===== config.mk =====
export PLATFORM = sky130hd
export DESIGN_NAME = trg_collect
export DESIGN_NICKNAME = d
export VERILOG_FILES = /design/src/rtl/trg_collect_pkg.sv /design/src/rtl/trg_frag_table.sv /design/src/rtl/trg_eval.sv /design/src/rtl/trg_xing_queue.sv /design/src/rtl/trg_collect.sv
export SDC_FILE = /design/constraint.sdc
export NUM_CORES = 1
export LEC_CHECK = 0
export CAP_MARGIN = 0
export CELL_PAD_IN_SITES_DETAIL_PLACEMENT = 0
export CELL_PAD_IN_SITES_GLOBAL_PLACEMENT = 1
export CORE_ASPECT_RATIO = 1.75
export CORE_MARGIN = 10
export CORE_UTILIZATION = 45
export DETAILED_ROUTE_END_ITERATION = 10
export GPL_ROUTABILITY_DRIVEN = 1
export GPL_TIMING_DRIVEN = 1
export MAX_ROUTING_LAYER = met4
export PLACE_DENSITY = 0.72
export SYNTH_ARGS = -nofsm -noshare
export SYNTH_HDL_FRONTEND = slang
export SYNTH_HIERARCHICAL = 1
export SYNTH_SLANG_ARGS = --single-unit

===== constraint.sdc =====
create_clock -name clk -period 2 [get_ports clk]
set_input_delay 0.4 -clock clk [delete_from_list [all_inputs] [get_ports clk]]
set_output_delay 0.4 -clock clk [all_outputs]
set_load 0.005 [all_outputs]

===== src/rtl/trg_collect_pkg.sv =====
package trg_collect_pkg;
  typedef enum logic [1:0] {
    OP_IDLE    = 2'd0,
    OP_MERGE   = 2'd1,
    OP_INSTALL = 2'd2,
    OP_EVICT   = 2'd3
  } slot_op_e;
endpackage


===== src/rtl/trg_frag_table.sv =====
module trg_frag_table
  import trg_collect_pkg::*;
#(
  parameter int NSRC    = 3,
  parameter int RW      = 2,
  parameter int XW      = 6,
  parameter int SLOT_W  = 2,
  parameter int TIMEOUT = 12,
  localparam int SRCW   = (NSRC > 1) ? $clog2(NSRC) : 1,
  localparam int CW     = NSRC * RW,
  localparam int NSL    = 1 << SLOT_W,
  localparam int TOW    = $clog2(TIMEOUT + 1)
) (
  input  logic            clk,
  input  logic            rst_n,
  input  logic            frag_valid,
  input  logic [SRCW-1:0] frag_src,
  input  logic [XW-1:0]   frag_xing,
  input  logic [RW-1:0]   frag_bits,
  output logic            ev_valid,
  output logic [XW-1:0]   ev_xing,
  output logic [CW-1:0]   ev_bits,
  output logic            ev_to,
  output logic            coll
);
  logic            sl_vld  [NSL];
  logic [XW-1:0]   sl_xing [NSL];
  logic [NSRC-1:0] sl_have [NSL];
  logic [CW-1:0]   sl_bits [NSL];
  logic [TOW-1:0]  sl_age  [NSL];

  logic            nx_vld  [NSL];
  logic [XW-1:0]   nx_xing [NSL];
  logic [NSRC-1:0] nx_have [NSL];
  logic [CW-1:0]   nx_bits [NSL];
  logic [TOW-1:0]  nx_age  [NSL];

  logic              ev_valid_n, ev_to_n, coll_n;
  logic [XW-1:0]     ev_xing_n;
  logic [CW-1:0]     ev_bits_n;
  logic [SLOT_W-1:0] idx, to_sel;
  logic              to_found, complete;
  logic [NSRC-1:0]   mrg_have;
  logic [CW-1:0]     mrg_bits;
  slot_op_e          op;

  assign idx = frag_xing[SLOT_W-1:0];

  always_comb begin
    if (!frag_valid)                     op = OP_IDLE;
    else if (!sl_vld[idx])               op = OP_INSTALL;
    else if (sl_xing[idx] == frag_xing)  op = OP_MERGE;
    else                                 op = OP_EVICT;
  end

  always_comb begin
    mrg_have = (op == OP_MERGE) ? sl_have[idx] : '0;
    mrg_bits = (op == OP_MERGE) ? sl_bits[idx] : '0;
    mrg_have = mrg_have | (NSRC'(1) << frag_src);
    mrg_bits = mrg_bits | (CW'(frag_bits) << (int'(frag_src) * RW));
    complete = (op != OP_IDLE) && (&mrg_have);
  end

  always_comb begin
    to_found = 1'b0;
    to_sel   = '0;
    for (int i = NSL - 1; i >= 0; i--) begin
      if (sl_vld[i] && (sl_age[i] == TOW'(TIMEOUT)) &&
          !(frag_valid && (idx == SLOT_W'(i)))) begin
        to_found = 1'b1;
        to_sel   = SLOT_W'(i);
      end
    end
  end

  always_comb begin
    for (int i = 0; i < NSL; i++) begin
      nx_vld[i]  = sl_vld[i];
      nx_xing[i] = sl_xing[i];
      nx_have[i] = sl_have[i];
      nx_bits[i] = sl_bits[i];
      nx_age[i]  = (sl_vld[i] && (sl_age[i] != TOW'(TIMEOUT))) ?
                   sl_age[i] + 1'b1 : sl_age[i];
    end
    ev_valid_n = 1'b0;
    ev_to_n    = 1'b0;
    ev_xing_n  = frag_xing;
    ev_bits_n  = mrg_bits;
    coll_n     = (op == OP_EVICT);
    if (op != OP_IDLE) begin
      if (complete) begin
        nx_vld[idx] = 1'b0;
        nx_age[idx] = '0;
        ev_valid_n  = 1'b1;
      end else begin
        nx_vld[idx]  = 1'b1;
        nx_xing[idx] = frag_xing;
        nx_have[idx] = mrg_have;
        nx_bits[idx] = mrg_bits;
        if (op != OP_MERGE) nx_age[idx] = '0;
      end
    end
    if (!complete && to_found) begin
      nx_vld[to_sel] = 1'b0;
      nx_age[to_sel] = '0;
      ev_valid_n     = 1'b1;
      ev_to_n        = 1'b1;
      ev_xing_n      = sl_xing[to_sel];
      ev_bits_n      = sl_bits[to_sel];
    end
  end

  always_ff @(posedge clk or negedge rst_n) begin
    if (!rst_n) begin
      for (int i = 0; i < NSL; i++) begin
        sl_vld[i] <= 1'b0;
        sl_age[i] <= '0;
      end
      ev_valid <= 1'b0;
      coll     <= 1'b0;
    end else begin
      for (int i = 0; i < NSL; i++) begin
        sl_vld[i] <= nx_vld[i];
        sl_age[i] <= nx_age[i];
      end
      ev_valid <= ev_valid_n;
      coll     <= coll_n;
    end
  end

  always_ff @(posedge clk) begin
    for (int i = 0; i < NSL; i++) begin
      sl_xing[i] <= nx_xing[i];
      sl_have[i] <= nx_have[i];
      sl_bits[i] <= nx_bits[i];
    end
    if (ev_valid_n) begin
      ev_xing <= ev_xing_n;
      ev_bits <= ev_bits_n;
      ev_to   <= ev_to_n;
    end
  end
endmodule


===== src/rtl/trg_eval.sv =====
module trg_eval #(
  parameter int NTRIG = 2,
  parameter int CW    = 6,
  parameter int PSW   = 3,
  parameter int XW    = 6
) (
  input  logic                 clk,
  input  logic                 rst_n,
  input  logic                 ev_valid,
  input  logic [XW-1:0]        ev_xing,
  input  logic [CW-1:0]        ev_bits,
  input  logic                 ev_to,
  input  logic [NTRIG*CW-1:0]  cfg_mask,
  input  logic [NTRIG*PSW-1:0] cfg_prescale,
  output logic                 acc_pulse,
  output logic [NTRIG-1:0]     acc_trig,
  output logic [XW-1:0]        acc_xing,
  output logic                 acc_timeout
);
  logic [NTRIG-1:0] fire;

  for (genvar t = 0; t < NTRIG; t++) begin : g_trig
    logic [CW-1:0]  mask;
    logic [PSW-1:0] ps, cnt, cnt_n;
    logic           hit;
    assign mask = cfg_mask[t*CW +: CW];
    assign ps   = cfg_prescale[t*PSW +: PSW];

    always_comb begin
      hit     = ev_valid && ((ev_bits & mask) == mask) && (ps != '0);
      fire[t] = hit && (cnt >= ps - 1'b1);
      cnt_n   = cnt;
      if (hit) cnt_n = fire[t] ? '0 : cnt + 1'b1;
    end

    always_ff @(posedge clk or negedge rst_n) begin
      if (!rst_n) cnt <= '0;
      else        cnt <= cnt_n;
    end
  end

  always_ff @(posedge clk or negedge rst_n) begin
    if (!rst_n) begin
      acc_pulse   <= 1'b0;
      acc_trig    <= '0;
      acc_timeout <= 1'b0;
    end else begin
      acc_pulse   <= |fire;
      acc_trig    <= fire;
      acc_timeout <= ev_to && (|fire);
    end
  end

  always_ff @(posedge clk) begin
    if (|fire) acc_xing <= ev_xing;
  end
endmodule


===== src/rtl/trg_xing_queue.sv =====
module trg_xing_queue #(
  parameter int XW     = 6,
  parameter int QDEPTH = 4,
  localparam int QAW   = (QDEPTH > 1) ? $clog2(QDEPTH) : 1
) (
  input  logic          clk,
  input  logic          rst_n,
  input  logic          push,
  input  logic [XW-1:0] push_xing,
  input  logic          pop,
  output logic          empty,
  output logic [XW-1:0] head
);
  logic [XW-1:0] mem [QDEPTH];
  logic [QAW-1:0] wr_ptr, rd_ptr, wr_ptr_n, rd_ptr_n;
  logic [QAW:0]   cnt, cnt_n;
  logic           do_push, do_pop;

  assign empty = (cnt == '0);
  assign head  = mem[rd_ptr];

  function automatic logic [QAW-1:0] step(input logic [QAW-1:0] p);
    return (p == QAW'(QDEPTH - 1)) ? '0 : p + 1'b1;
  endfunction

  always_comb begin
    do_pop   = pop && !empty;
    do_push  = push && ((cnt != (QAW+1)'(QDEPTH)) || do_pop);
    wr_ptr_n = do_push ? step(wr_ptr) : wr_ptr;
    rd_ptr_n = do_pop  ? step(rd_ptr) : rd_ptr;
    cnt_n    = cnt + (do_push ? 1'b1 : 1'b0) - (do_pop ? 1'b1 : 1'b0);
  end

  always_ff @(posedge clk or negedge rst_n) begin
    if (!rst_n) begin
      wr_ptr <= '0;
      rd_ptr <= '0;
      cnt    <= '0;
    end else begin
      wr_ptr <= wr_ptr_n;
      rd_ptr <= rd_ptr_n;
      cnt    <= cnt_n;
    end
  end

  always_ff @(posedge clk) begin
    if (do_push) mem[wr_ptr] <= push_xing;
  end
endmodule


===== src/rtl/trg_collect.sv =====
module trg_collect #(
  parameter int NSRC    = 3,
  parameter int RW      = 2,
  parameter int XW      = 6,
  parameter int SLOT_W  = 2,
  parameter int TIMEOUT = 12,
  parameter int NTRIG   = 2,
  parameter int PSW     = 3,
  parameter int QDEPTH  = 4,
  localparam int SRCW   = (NSRC > 1) ? $clog2(NSRC) : 1,
  localparam int CW     = NSRC * RW,
  localparam int TW     = (NTRIG > 1) ? $clog2(NTRIG) : 1
) (
  input  logic                 clk,
  input  logic                 rst_n,
  input  logic                 frag_valid,
  input  logic [SRCW-1:0]      frag_src,
  input  logic [XW-1:0]        frag_xing,
  input  logic [RW-1:0]        frag_bits,
  input  logic [NTRIG*CW-1:0]  cfg_mask,
  input  logic [NTRIG*PSW-1:0] cfg_prescale,
  input  logic                 req_valid,
  input  logic [TW-1:0]        req_trig,
  output logic                 acc_pulse,
  output logic [NTRIG-1:0]     acc_trig,
  output logic [XW-1:0]        acc_xing,
  output logic                 acc_timeout,
  output logic                 err_collision,
  output logic                 resp_valid,
  output logic                 resp_avail,
  output logic [XW-1:0]        resp_xing
);
  logic [1:0] rst_sync;
  logic       rst_int_n;

  always_ff @(posedge clk or negedge rst_n) begin
    if (!rst_n) rst_sync <= 2'b00;
    else        rst_sync <= {rst_sync[0], 1'b1};
  end
  assign rst_int_n = rst_sync[1];

  logic          ev_valid, ev_to;
  logic [XW-1:0] ev_xing;
  logic [CW-1:0] ev_bits;

  trg_frag_table #(
    .NSRC(NSRC), .RW(RW), .XW(XW), .SLOT_W(SLOT_W), .TIMEOUT(TIMEOUT)
  ) u_table (
    .clk(clk), .rst_n(rst_int_n),
    .frag_valid(frag_valid), .frag_src(frag_src),
    .frag_xing(frag_xing), .frag_bits(frag_bits),
    .ev_valid(ev_valid), .ev_xing(ev_xing), .ev_bits(ev_bits),
    .ev_to(ev_to), .coll(err_collision)
  );

  trg_eval #(.NTRIG(NTRIG), .CW(CW), .PSW(PSW), .XW(XW)) u_eval (
    .clk(clk), .rst_n(rst_int_n),
    .ev_valid(ev_valid), .ev_xing(ev_xing), .ev_bits(ev_bits), .ev_to(ev_to),
    .cfg_mask(cfg_mask), .cfg_prescale(cfg_prescale),
    .acc_pulse(acc_pulse), .acc_trig(acc_trig),
    .acc_xing(acc_xing), .acc_timeout(acc_timeout)
  );

  logic [NTRIG-1:0] q_empty, q_pop;
  logic [XW-1:0]    q_head [NTRIG];

  for (genvar t = 0; t < NTRIG; t++) begin : g_q
    assign q_pop[t] = req_valid && (req_trig == TW'(t)) && !q_empty[t];
    trg_xing_queue #(.XW(XW), .QDEPTH(QDEPTH)) u_q (
      .clk(clk), .rst_n(rst_int_n),
      .push(acc_trig[t]), .push_xing(acc_xing),
      .pop(q_pop[t]), .empty(q_empty[t]), .head(q_head[t])
    );
  end

  logic          resp_valid_n, resp_avail_n;
  logic [XW-1:0] resp_xing_n;

  always_comb begin
    resp_valid_n = req_valid;
    resp_avail_n = req_valid && !q_empty[req_trig];
    resp_xing_n  = resp_avail_n ? q_head[req_trig] : '0;
  end

  always_ff @(posedge clk or negedge rst_int_n) begin
    if (!rst_int_n) begin
      resp_valid <= 1'b0;
      resp_avail <= 1'b0;
      resp_xing  <= '0;
    end else begin
      resp_valid <= resp_valid_n;
      resp_avail <= resp_avail_n;
      resp_xing  <= resp_xing_n;
    end
  end
endmodule


==> metrics.json <==
{
  "status": {
    "run_status": "complete, but fails checks",
    "failing_checks": "setup timing"
  },
  "cts": {
    "clock_tree.buffer_depth": 2,
    "numCtsBuffers": 17,
    "cts_root_buffer": "clkbuf_16",
    "clock_insertion_delay_worst_skew_ns": 0.42,
    "htreeDepth": 4,
    "tritoncts_clock_tree": "yes",
    "cts.sinks": 183,
    "post_cts_clock_slew_at_the_launch_and_capture_registers_of_the_worst_setup_and_hold_paths_ns": 0.06
  },
  "synthesis": {
    "seq_area_frac_synth_pct": 60.6,
    "syn_inst": 600,
    "netlist-cell-type-count": 66,
    "netlist_area_um2": 8610,
    "synth.avg_cell_area_um2": 14.4,
    "async_reset_ff_share_pct": 30.6,
    "ys_warnings": 6,
    "ys_dominant_reg_cell": "edfxtp_1",
    "synthesis.nets": 669,
    "ys_ff_latch": 183,
    "edff_count_synth": 127
  },
  "cells_and_area": {
    "synthToLayoutAreaGrowth_pct": 37.1,
    "finalCoreUtilization_pct": 63.0,
    "fillerInstances": 1374,
    "diodes": 0,
    "finalInstanceArea_um2": 11800,
    "design.final.nets": 873,
    "final_layout_size_suffix_gt1_share_pct": 37.3
  },
  "power": {
    "p_total_mw": 12.5,
    "power_per_cell_area_nw_per_um2": 1060,
    "ir_drop_v": 0.000732,
    "total_leakage_power_nw": 4.77
  },
  "detailed_routing": {
    "post_drt_wl_per_cell_um": 18.5,
    "drt_drc_violations_left": 0,
    "num_vias": 5630,
    "wl_mm": 19.5,
    "detailedRoute.firstIterationViolations": 271,
    "viasPerCell": 5.34,
    "drt_pass1_iterations": 4,
    "drtAntennaViolNets": 0
  },
  "place": {
    "preCtsSetupSlack_ns": -1.35,
    "place.gp.congestion": 0.846,
    "port_buffers": 51,
    "dp.final_hpwl_mm": 14.2,
    "detailed_place.area_um2": 10600
  },
  "worst_setup_path": {
    "critPathLaunch": "u_table/sl_have[3][1]$_DFFE_PP_",
    "critical_path.max_stage_delay_ns": 0.50,
    "ff2ff_setup_slack_ns": -0.52,
    "path_type_of_the_worst_setup_path": "reg -> reg",
    "reg2regPathDepth": 8,
    "crit_end": "u_table/ev_xing[4]$_DFFE_PP_",
    "critPathLaunchType": "flop",
    "timing.critical_path.cells": "mux4_2, o211ai_1, o21ai_2, nor4b_4, buf_12, buf_4, a21oi_4, mux2_4",
    "cp.arrival_ns": 2.69,
    "regToRegEndpoint": "u_table/ev_xing[4]$_DFFE_PP_",
    "cp_max_fo": 7,
    "worst_path_max_delay_cell": "mux4_2",
    "r2r-start": "u_table/sl_have[3][1]$_DFFE_PP_",
    "worstPathRequired_ns": 2.17,
    "cp-end-kind": "flop"
  },
  "sta": {
    "timing.final.max_slew_violations": 0,
    "min_period_ns": 2.52,
    "setup_viol": 147,
    "timing.final.ws_setup_ns": -0.523,
    "fmaxAchievable_ghz": 0.396,
    "max_slew.worst_pin.slew_ns": 0.526,
    "fin_setup_tns_ns": -52.48,
    "timing.final.crit_share_pct": 126,
    "max_slew_margin_pct": 64.9,
    "unrepaired_setup_endpoints_after_global_routing": "true",
    "finClkSkew_ns": 0.0105,
    "hold_viol_final": 0
  },
  "worst_hold_path": {
    "hp-class": "in -> async"
  },
  "global_routing": {
    "globalRouteMet2Util_pct": 30.8,
    "global_route.peak_usage_layer": "met2",
    "groute.usage.overall_pct": 15.6,
    "grt.overflow.total": 0,
    "globalRouteMet1Util_pct": 14.4,
    "grt_max_degree": 55,
    "vias_in_the_first_global_route": 6147,
    "grt_pass1_wl_mm": 30.9,
    "grtUsageMet3_pct": 2.84,
    "grt_antenna_before_repair": 0
  },
  "floorplanning": {
    "row_count": 66,
    "core_um2": 18700,
    "die_width_um": 125,
    "die_area_um2": 25300,
    "initial_core_util_pct": 45.9,
    "die_h_um": 203,
    "io-pin-count": 52
  },
  "job": {
    "timing.max_cap.violations": 0
  }
}
-- worst min path at each step --
stage / startpoint / to / slack [ns] / cells after the start
2_1_floorplan: rst_n / rst_sync[0]$_DFF_PN0_ / 0.10 / 0
3_3_place_gp: rst_sync[1]$_DFF_PN0_ / u_table/sl_age[4]$_DFF_PN0_ / 0.27 / 1
3_5_place_dp: rst_sync[1]$_DFF_PN0_ / u_table/sl_age[4]$_DFF_PN0_ / 0.28 / 1
4_1_cts: rst_n / rst_sync[0]$_DFF_PN0_ / 0.12 / 1
5_1_grt: rst_n / rst_sync[0]$_DFF_PN0_ / 0.14 / 1
6_report: rst_n / rst_sync[0]$_DFF_PN0_ / 0.14 / 1
-- stage by stage --
stage          hold slack [ns]  std cells
2_1_floorplan            0.104        600
3_3_place_gp             0.274        999
3_5_place_dp             0.281        999
4_1_cts                  0.125       1046
5_1_grt                  0.137       1055
6_report                 0.139       1055
-- cells by family after synthesis --
| family | share of synthesized area [%] |
|---|---|
| flip-flops | 60.6 |
| AND/OR/NAND/NOR | 9.05 |
| AO/OA/AOI/OAI | 8.14 |
| buffers and inverters | 3.56 |
| multiplexers | 11.0 |
| adder cells (fa/ha/maj) | 5.40 |
| XOR/XNOR | 2.24 |
| other | 0.0435 |
-- repair_timing --
| item | 4_1_cts | 5_1_grt |
|---|---|---|
| buffers inserted | 14 | 9 |
| setup endpoints to repair | 161 | 170 |
| pin swaps | 15 | 18 |
| gates cloned | 1 | 0 |
| resized for setup | 46 | 47 |
| hold buffers | 0 | 0 |
-- power breakdown --
part	internal [mW]	switching [mW]
Clock	2.12	1.42
Combinational	2.20	1.69
Sequential	4.61	0.484
Total	8.93	3.60
-- cells in the mapped netlist, types with 4 or more instances --
master | n | area share, %
a21o_1 | 5 | 0.44
a21oi_1 | 8 | 0.46
a221o_1 | 6 | 0.70
a221oi_1 | 6 | 0.61
a22o_1 | 12 | 1.2
a22oi_1 | 8 | 0.70
a31oi_1 | 5 | 0.36
and2_1 | 10 | 0.73
buf_2 | 8 | 0.46
clkbuf_1 | 4 | 0.17
dfrtp_1 | 56 | 16
edfxtp_1 | 127 | 44
ha_1 | 34 | 4.9
inv_1 | 49 | 2.1
mux2_2 | 8 | 1.0
mux2_4 | 7 | 1.2
mux2i_1 | 19 | 2.2
mux4_2 | 25 | 6.5
nand2_1 | 23 | 1.0
nand2b_1 | 22 | 1.6
nand3_1 | 10 | 0.58
nand4_1 | 11 | 0.80
nor2_1 | 30 | 1.3
nor2b_1 | 4 | 0.29
nor3_1 | 7 | 0.41
o21ai_0 | 7 | 0.41
o32ai_1 | 5 | 0.51
xnor2_1 | 15 | 1.5
xor2_1 | 7 | 0.71
-- worst max-delay path: cells and delay by family (launching register included) --
| kind | cells | cell delay [ns] |
|---|---|---|
| muxes | 2 | 0.84 |
| AOI/OAI and AO/OA | 3 | 0.65 |
| DFF | 1 | 0.37 |
| buffers and inverters | 2 | 0.26 |
| and+or+nand+nor | 1 | 0.15 |
-- layout by cell type (no fill, tap or decap), types with 12 or more instances in the layout --
master / count
a22o_1: 12
buf_12: 19
buf_4: 117
buf_6: 17
clkbuf_16: 17
clkdlybuf4s50_1: 44
dfrtp_1: 55
edfxtp_1: 127
ha_1: 30
inv_1: 39
mux2i_1: 19
mux4_2: 25
nand2_1: 21
nand2b_1: 21
nor2_1: 25
-- flip-flops by register name, indices dropped and copies added (netlist names), 2 cells and up --
name	cells
g_q.u_q/mem	48
u_table/sl_vld	4
u_table/sl_age	16
u_table/sl_bits	24
u_eval/acc_xing	6
u_table/sl_have	12
g_q.u_q/rd_ptr	4
u_table/sl_xing	24
g_q.u_q/wr_ptr	4
rst_sync	2
u_eval/g_trig.cnt	6
g_q.u_q/cnt	6
u_eval/acc_trig	2
resp_xing	6
u_table/ev_xing	6
u_table/ev_bits	6
-- layer usage --
layer / part of all wire, % / up-vias
li1: - / 2673
met1: 34 / 2806
met2: 61 / 123
met3: 3.7 / 28
met4: 2.0 / 0
met5: 0 / -
-- cell type report --
cell class                      count  area (um2)  area share, %
Sequential cell                   183        5220           44.2
Multi-Input combinational cell    346        3460           29.4
Timing Repair Buffer              205        1980           16.8
Clock buffer                       19         433           3.67
Tap cell                          238         298           2.52
Inverter                           51         216           1.83
Clock inverter                     13         195           1.65
Note: power is estimated with default switching activity, not from simulation.
